===== config.mk =====
export PLATFORM = sky130hd
export DESIGN_NAME = lut3_cell
export DESIGN_NICKNAME = d
export VERILOG_FILES = /design/src/rtl/lut3_pkg.sv /design/src/rtl/lut3_in_mux.sv /design/src/rtl/lut3_table.sv /design/src/rtl/lut3_sync_filt.sv /design/src/rtl/lut3_cell.sv
export SDC_FILE = /design/constraint.sdc
export NUM_CORES = 1
export LEC_CHECK = 0
export CAP_MARGIN = 5
export CORE_AREA = 8 8 45 47
export CTS_CLUSTER_DIAMETER = 100
export DETAILED_ROUTE_END_ITERATION = 6
export DIE_AREA = 0 0 53 55
export GPL_TIMING_DRIVEN = 0
export HOLD_SLACK_MARGIN = 0.03
export MAX_ROUTING_LAYER = met4
export PLACE_DENSITY = 0.73
export REMOVE_ABC_BUFFERS = 1
export SLEW_MARGIN = 20
export SYNTH_ARGS = -nofsm -noshare
export SYNTH_HDL_FRONTEND = slang
export SYNTH_HIERARCHICAL = 1
export SYNTH_SLANG_ARGS = --single-unit

===== constraint.sdc =====
create_clock -name clk_i -period 5.05 [get_ports clk_i]
set_clock_uncertainty 0.15 [all_clocks]
set_input_delay 1.515 -clock clk_i [delete_from_list [all_inputs] [get_ports clk_i]]
set_output_delay 1.515 -clock clk_i [all_outputs]
set_load 0.05 [all_outputs]

===== src/rtl/lut3_pkg.sv =====
package lut3_pkg;
  localparam int unsigned N_IN = 3;
  localparam int unsigned TT_W = 1 << N_IN;

  typedef enum logic [1:0] {
    SRC_ZERO = 2'd0,
    SRC_FB   = 2'd1,
    SRC_EVT  = 2'd2,
    SRC_TMR  = 2'd3
  } src_sel_e;
endpackage


===== src/rtl/lut3_in_mux.sv =====
module lut3_in_mux
  import lut3_pkg::*;
(
  input  logic [1:0] sel_i,
  input  logic       fb_i,
  input  logic       evt_i,
  input  logic       tmr_i,
  output logic       bit_o
);
  src_sel_e sel;
  assign sel = src_sel_e'(sel_i);

  always_comb begin
    unique case (sel)
      SRC_FB:  bit_o = fb_i;
      SRC_EVT: bit_o = evt_i;
      SRC_TMR: bit_o = tmr_i;
      default: bit_o = 1'b0;
    endcase
  end
endmodule


===== src/rtl/lut3_table.sv =====
module lut3_table #(
  parameter int unsigned N_IN = 3,
  localparam int unsigned TT_W = 1 << N_IN
) (
  input  logic [N_IN-1:0] idx_i,
  input  logic [TT_W-1:0] truth_i,
  output logic            bit_o
);
  assign bit_o = truth_i[idx_i];
endmodule


===== src/rtl/lut3_sync_filt.sv =====
module lut3_sync_filt #(
  parameter int unsigned STAGES = 2
) (
  input  logic clk_i,
  input  logic rst_ni,
  input  logic en_i,
  input  logic sync_i,
  input  logic in2_clk_i,
  input  logic in2_i,
  input  logic d_i,
  output logic q_o
);
  logic [STAGES-1:0] stg_q;
  logic              in2_q;
  logic              adv;

  // slot 2 acts as a clock enable on its rising edge, sampled by clk_i
  assign adv = in2_clk_i ? (in2_i & ~in2_q) : 1'b1;

  always_ff @(posedge clk_i or negedge rst_ni) begin
    if (!rst_ni) begin
      stg_q <= '0;
      in2_q <= 1'b0;
    end else begin
      in2_q <= in2_i;
      if (!en_i)
        stg_q <= '0;
      else if (sync_i && adv)
        stg_q <= {stg_q[STAGES-2:0], d_i};
    end
  end

  assign q_o = stg_q[STAGES-1];

  a_r10_clear_on_disable: assert property (@(posedge clk_i) disable iff (!rst_ni)
    !en_i |=> (stg_q == '0));

  a_r6_hold_without_step: assert property (@(posedge clk_i) disable iff (!rst_ni)
    (en_i && sync_i && !adv) |=> $stable(stg_q));

  a_r5_capture_on_step: assert property (@(posedge clk_i) disable iff (!rst_ni)
    (en_i && sync_i && adv) |=> (stg_q[0] == $past(d_i)));
endmodule


===== src/rtl/lut3_cell.sv =====
module lut3_cell
  import lut3_pkg::*;
#(
  parameter int unsigned SYNC_STAGES = 2
) (
  input  logic            clk_i,
  input  logic            rst_ni,
  input  logic            en_i,
  input  logic [1:0]      in0_sel_i,
  input  logic [1:0]      in1_sel_i,
  input  logic [1:0]      in2_sel_i,
  input  logic [N_IN-1:0] evt_i,
  input  logic [N_IN-1:0] tmr_i,
  input  logic [TT_W-1:0] truth_i,
  input  logic            filt_sync_i,
  input  logic            fclk_in2_i,
  input  logic            oe_i,
  output logic            out_o,
  output logic            pin_o
);
  logic [N_IN*2-1:0] sel_all;
  logic [N_IN-1:0]   in_bit;
  logic              lut_bit;
  logic              filt_q;
  logic              fb_q;
  logic              fb;

  assign sel_all = {in2_sel_i, in1_sel_i, in0_sel_i};

  for (genvar k = 0; k < N_IN; k++) begin : g_slot
    lut3_in_mux u_mux (
      .sel_i (sel_all[2*k +: 2]),
      .fb_i  (fb),
      .evt_i (evt_i[k]),
      .tmr_i (tmr_i[k]),
      .bit_o (in_bit[k])
    );
  end

  lut3_table #(.N_IN(N_IN)) u_table (
    .idx_i   (in_bit),
    .truth_i (truth_i),
    .bit_o   (lut_bit)
  );

  lut3_sync_filt #(.STAGES(SYNC_STAGES)) u_filt (
    .clk_i     (clk_i),
    .rst_ni    (rst_ni),
    .en_i      (en_i),
    .sync_i    (filt_sync_i),
    .in2_clk_i (fclk_in2_i),
    .in2_i     (in_bit[N_IN-1]),
    .d_i       (lut_bit),
    .q_o       (filt_q)
  );

  // breaks the combinational loop when the chain is bypassed
  always_ff @(posedge clk_i or negedge rst_ni) begin
    if (!rst_ni) fb_q <= 1'b0;
    else         fb_q <= en_i & lut_bit;
  end

  assign fb    = filt_sync_i ? filt_q : fb_q;
  assign out_o = en_i & (filt_sync_i ? filt_q : lut_bit);
  assign pin_o = oe_i & out_o;

  a_r3_zero_table: assert property (@(posedge clk_i) disable iff (!rst_ni)
    (en_i && !filt_sync_i && truth_i == '0) |-> !out_o);

  a_r3_ones_table: assert property (@(posedge clk_i) disable iff (!rst_ni)
    (en_i && !filt_sync_i && truth_i == '1) |-> out_o);

  a_r7_bypass_feedback: assert property (@(posedge clk_i) disable iff (!rst_ni)
    (en_i && !filt_sync_i) |=> (fb_q == $past(out_o)));
endmodule


# After elaboration in Yosys (flattened, before gate mapping)
# Index checks and enable logic that the tools add are counted.
# W data, S select, Z words.
totals:
  input_bits: 26
  output_inout_bits: 2
  wordCells: 30
  reg_bits: 4
classes:
  bitwise: 5
  n_eq_ne: 10
  n_mux: 10
  n_lt_le_gt_ge: 1
  n_reduce_logical: 1
op_table:
  columns: ["op", "n"]
  rows:
  - ["$eq A2 B2 Y1 const B", 6]
  - ["$pmux W1 S3", 3]
  - ["$eq A2 B1 Y1 const B", 3]
  - ["$and A1 B1 Y1", 4]
  - ["$lt A3 B4 Y1 const B", 1]
  - ["$mux W1", 4]
  - ["$mux W2", 2]
  - ["$bmux W1 S3", 1]
  - ["$ne A2 B1 Y1 const B", 1]
  - ["$logic_and A1 B1 Y1", 1]
  - ["$not A1 Y1", 1]

# Logic depth before layout (Yosys ltp)
depth:
  ltp_word: 7
  ltp_mapped: 7
  mapped_depth_nobuf: 7

# Modules after synthesis
# Netlist, hierarchy kept.
by_module_without_submodules:
  columns: ["module", "cells_per_inst", "area_each_um2", "n_inst", "seq_area_each_um2"]
  rows:
  - ["lut3_sync_filt", 10, 131.4, 1, 75.1]
  - ["lut3_in_mux", 3, 23.8, 3, 0.0]
  - ["lut3_cell", 7, 66.3, 1, 25.0]
  - ["lut3_table", 3, 63.8, 1, 0.0]

# Worst setup path after synthesis
# Ideal clock, no wire load.
synth_path:
  path_kind: "input port to output port"
  startpoint: "input port filt_sync_i"
  endpoint: "output port out_o"
  n_path_buf: 0
  setup_slack_ns: 0.132
  required_time_ns: 3.385
  stages: 7
  arrival_time_ns: 3.253
  cell_sequence: "mux2_2 -> nand2_1 -> mux2i_1 -> mux4_1 -> mux2_2 -> mux2i_1 -> nor2b_1"
synth_via:
  elab_chain_cells: 6
  elab_cells_between_ends: 8
  classes_between: "7 x mux; 1 x bitwise"
synth_lines:
  columns: ["element", "line", "source"]
  rows:
  - ["start, declared", "lut3_cell.sv:15", "input logic filt_sync_i,"]
  - ["$mux W1", "lut3_cell.sv:63", "assign fb = filt_sync_i ? filt_q : fb_q;"]
  - ["$pmux W1 S3", "lut3_in_mux.sv:14", "unique case (sel)"]
  - ["via in_bit[0]", "lut3_cell.sv:22", "logic [N_IN-1:0] in_bit;"]
  - ["$bmux W1 S3", "lut3_table.sv:9", "assign bit_o = truth_i[idx_i];"]
  - ["$mux W1 (not written as such)", "lut3_table.sv:9", null]
  - ["via lut_bit", "lut3_cell.sv:23", "logic lut_bit;"]
  - ["$mux W1", "lut3_cell.sv:64", "assign out_o = en_i & (filt_sync_i ? filt_q : lut_bit);"]
  - ["$and A1 B1 Y1", "lut3_cell.sv:64", null]
  - ["end, declared", "lut3_cell.sv:18", "output logic out_o,"]
# The timed path passes the listed nets, and every way through them passes these cells. The select of a mux whose other input is x is not followed.

# Worst setup path in the final report
layout_path:
  startpoint: "input port filt_sync_i"
  endpoint: "output port out_o"
layout_via:
  elab_chain_cells: 6
  elab_cells_between_ends: 8
  classes_between: "7 x mux; 1 x bitwise"
layout_lines:
  columns: ["element", "line", "source"]
  rows:
  - ["$mux W1", "lut3_cell.sv:63", null]
  - ["via fb", "lut3_cell.sv:26", "logic fb;"]
  - ["$pmux W1 S3", "lut3_in_mux.sv:14", null]
  - ["via in_bit[0]", "lut3_cell.sv:22", null]
  - ["$bmux W1 S3", "lut3_table.sv:9", null]
  - ["$mux W1 (not written as such)", "lut3_table.sv:9", null]
  - ["via lut_bit", "lut3_cell.sv:23", null]
  - ["$mux W1", "lut3_cell.sv:64", null]
  - ["$and A1 B1 Y1", "lut3_cell.sv:64", null]
# The timed path passes the listed nets, and every way through them passes these cells. The select of a mux whose other input is x is not followed.

==> reports/results.tsv <==
metric	value	unit
cts.sink_count	4	
timing.slew.headroom	0.841	
design_power_total	0.133	mW
status	completed	
port_buffers	27	
dp_cells	72	
clk_latency	0.23	ns
finalWeightedCongestion	0.629	
nNetsFinal	91	
cts.root.buffer_cell	sky130_fd_sc_hd__clkbuf_4	
number_of_global_route_vias_before_repair	401	
final_design_area_no_fill	712	sq um
antenna_found_initial	0	
layout.area.seq	100	sq um
cts_made_buffers	3	
power_per_cell_area	186	mW/mm^2
die_h	55	microns
hpwlAfterDp	822	microns
synth_area	333	sq um
fmax	0.202	GHz
final.period_utilization	0.981	
gr-total-overflow	0	
finalHoldViolations	0	
critical_path_arrival	3.29	ns
routed_wirelength	1130	microns
fin_worst_hold_slack	0.403	ns
worstHoldPathType	flip-flop to flip-flop	
postLayoutCoreUtil	0.514	
rsz0062_at_grt	true	
timing.setup.tns	0	ns
power_leakage	0.338	nW
filler_cell_count	137	
die_width	53	microns
drt_drc_violations_left	0	
multi_input_comb_area	264	sq um
drt.antenna.violating_nets	0	
commonest_non_fill_non_tap_cell_in_the_layout	sky130_fd_sc_hd__clkdlybuf4s50_1	
htree_levels	1	
chain_of_cells_forming_the_critical_path	buf_8, mux2_4, nand2_4, mux2i_4, mux4_2, mux2_4, mux2i_2, nor2b_1, buf_6	
drt_iter0_markers	4	
worst-slew-pin-transition	0.233	ns
num_rows	14	
groute.usage.overall	0.0827	
postSynthAreaPerCell	11.5	sq um
critical_path_peak_fanout	3	
synth.ff_latch_count	4	
min_period	4.95	ns
timing.critical_path.buf_inv	2	
most-common-layout-cells	16 x sky130_fd_sc_hd__clkdlybuf4s50_1, 6 x sky130_fd_sc_hd__nand2_1, 5 x sky130_fd_sc_hd__mux2i_1	
irDropWorstVdd	0.0000863	V
global_route_wire_length_before_repair	1670	microns
cts_tree	done	
synthToLayoutAreaGrowth	114	%
grt_max_degree	7	
ctsLongestPathBuffers	2	
synth_cell_types	10	
io-pin-count	28	
wire_per_inst	14.3	microns
fp.dieArea	0.00292	sq mm
clkSlewWorstSetupHoldPaths	0.03	ns
dpl_cell_area	623	sq um
layout-drive-gt1-share	0.349	
drtPass1Iterations	2	
num_antenna_cells	0	
synth_seq_area_share	0.301	
syn_inst	29	
maxCapViolations	0	
maximum_cell_stage_delay_along_the_critical_path	0.52	ns
initial_core_util	0.241	
setup_viol	0	
std_cell_core_area	0.00138	sq mm
cpLargestDelayFamily	multiplexers	
crit_path_frequent_cell	sky130_fd_sc_hd__mux2_4	
crit_slowest_cell	sky130_fd_sc_hd__mux4_2	
crit_type	primary input to output port	
finalWorstSetupSlack	0.0978	ns
yosys_warnings	6	
cp-end-kind	output port	
layout.cells.non_filler	79	
maxSlewViolCount	0	
placement.setup.worst_slack	-0.990	ns
vias	356	
vias_per_cell	4.51	
worstPathRequired	3.39	ns
r2r_slack	2.87	ns
critical_path.startpoint_type	primary input	
==> power breakdown <==
part	internal (mW)	switching [mW]	total [mW]
sequential	0.0348	0.000972	0.0358
clock	0.0265	0.0123	0.0388
combinational	0.0368	0.0212	0.0580
total	0.0982	0.0345	0.133
==> routing by layer <==
layer	GRT usage	vias to the layer above	wire, microns
met5	-	-	0
met4	0.0388	0	0
met3	0.0401	0	87
met2	0.148	14	629
met1	0.0710	169	414
li1	-	173	-
==> timing repair <==
item                       4_1_cts  5_1_grt
buffers inserted                 2        2
hold buffers                     0        0
resized for setup               34        8
setup endpoints to repair        2        2
pin swaps                        1        1
==> path summary, 6_finish.rpt <==
check / to / cells past startpoint / startpoint
max: out_o / 9 / filt_sync_i
min: u_filt/stg_q[0] / 2 / u_filt/stg_q[0]
max reg2reg: u_filt/stg_q[0] / 8 / u_filt/stg_q[1]
min reg2reg: u_filt/stg_q[0] / 2 / u_filt/stg_q[0]
max in group asynchronous: u_filt/stg_q[1] / 1 / rst_ni
min in group asynchronous: u_filt/in2_q / 1 / rst_ni
==> worst reg2reg max path, cell delays in order (launching register included) <==
cell,delay [ns]
sky130_fd_sc_hd__dfrtp_1,0.38
sky130_fd_sc_hd__mux2_4,0.20
sky130_fd_sc_hd__nand2_4,0.06
sky130_fd_sc_hd__mux2i_4,0.18
sky130_fd_sc_hd__mux4_2,0.52
sky130_fd_sc_hd__mux2_4,0.30
sky130_fd_sc_hd__buf_4,0.14
sky130_fd_sc_hd__nand2_1,0.06
sky130_fd_sc_hd__mux2i_1,0.07
==> registers in the layout (all words and copies together), names as in the netlist <==
signal / cells
fb_q: 1
u_filt/in2_q: 1
u_filt/stg_q: 2
==> cells in the mapped netlist <==
| cell type | count | area, sq um |
|---|---|---|
| sky130_fd_sc_hd__nor2_1 | 1 | 3.75 |
| sky130_fd_sc_hd__a21boi_2 | 1 | 11.3 |
| sky130_fd_sc_hd__and2_1 | 1 | 6.26 |
| sky130_fd_sc_hd__mux2i_1 | 9 | 90.1 |
| sky130_fd_sc_hd__mux4_1 | 2 | 52.6 |
| sky130_fd_sc_hd__dfrtp_1 | 4 | 100 |
| sky130_fd_sc_hd__nor2b_1 | 1 | 6.26 |
| sky130_fd_sc_hd__nand2b_4 | 1 | 13.8 |
| sky130_fd_sc_hd__nand2_1 | 7 | 26.3 |
| sky130_fd_sc_hd__mux2_2 | 2 | 22.5 |
==> layout make-up <==
class / instances / area share
Timing Repair Buffer: 31 / 0.429
Multi-Input combinational cell: 25 / 0.371
Sequential cell: 4 / 0.141
Clock buffer: 3 / 0.0316
Tap cell: 16 / 0.0281
==> kinds of logic (layout without fill, tap and decap cells) <==
group / Yosys count / after routing / share of synthesized area
buffers and inverters: 0 / 34 / 0
AND/OR/NAND/NOR: 11 / 11 / 0.169
AO/OA/AOI/OAI: 1 / 1 / 0.0338
flip-flops: 4 / 4 / 0.301
multiplexers: 13 / 13 / 0.496
Power figures use the tool's default switching activity.
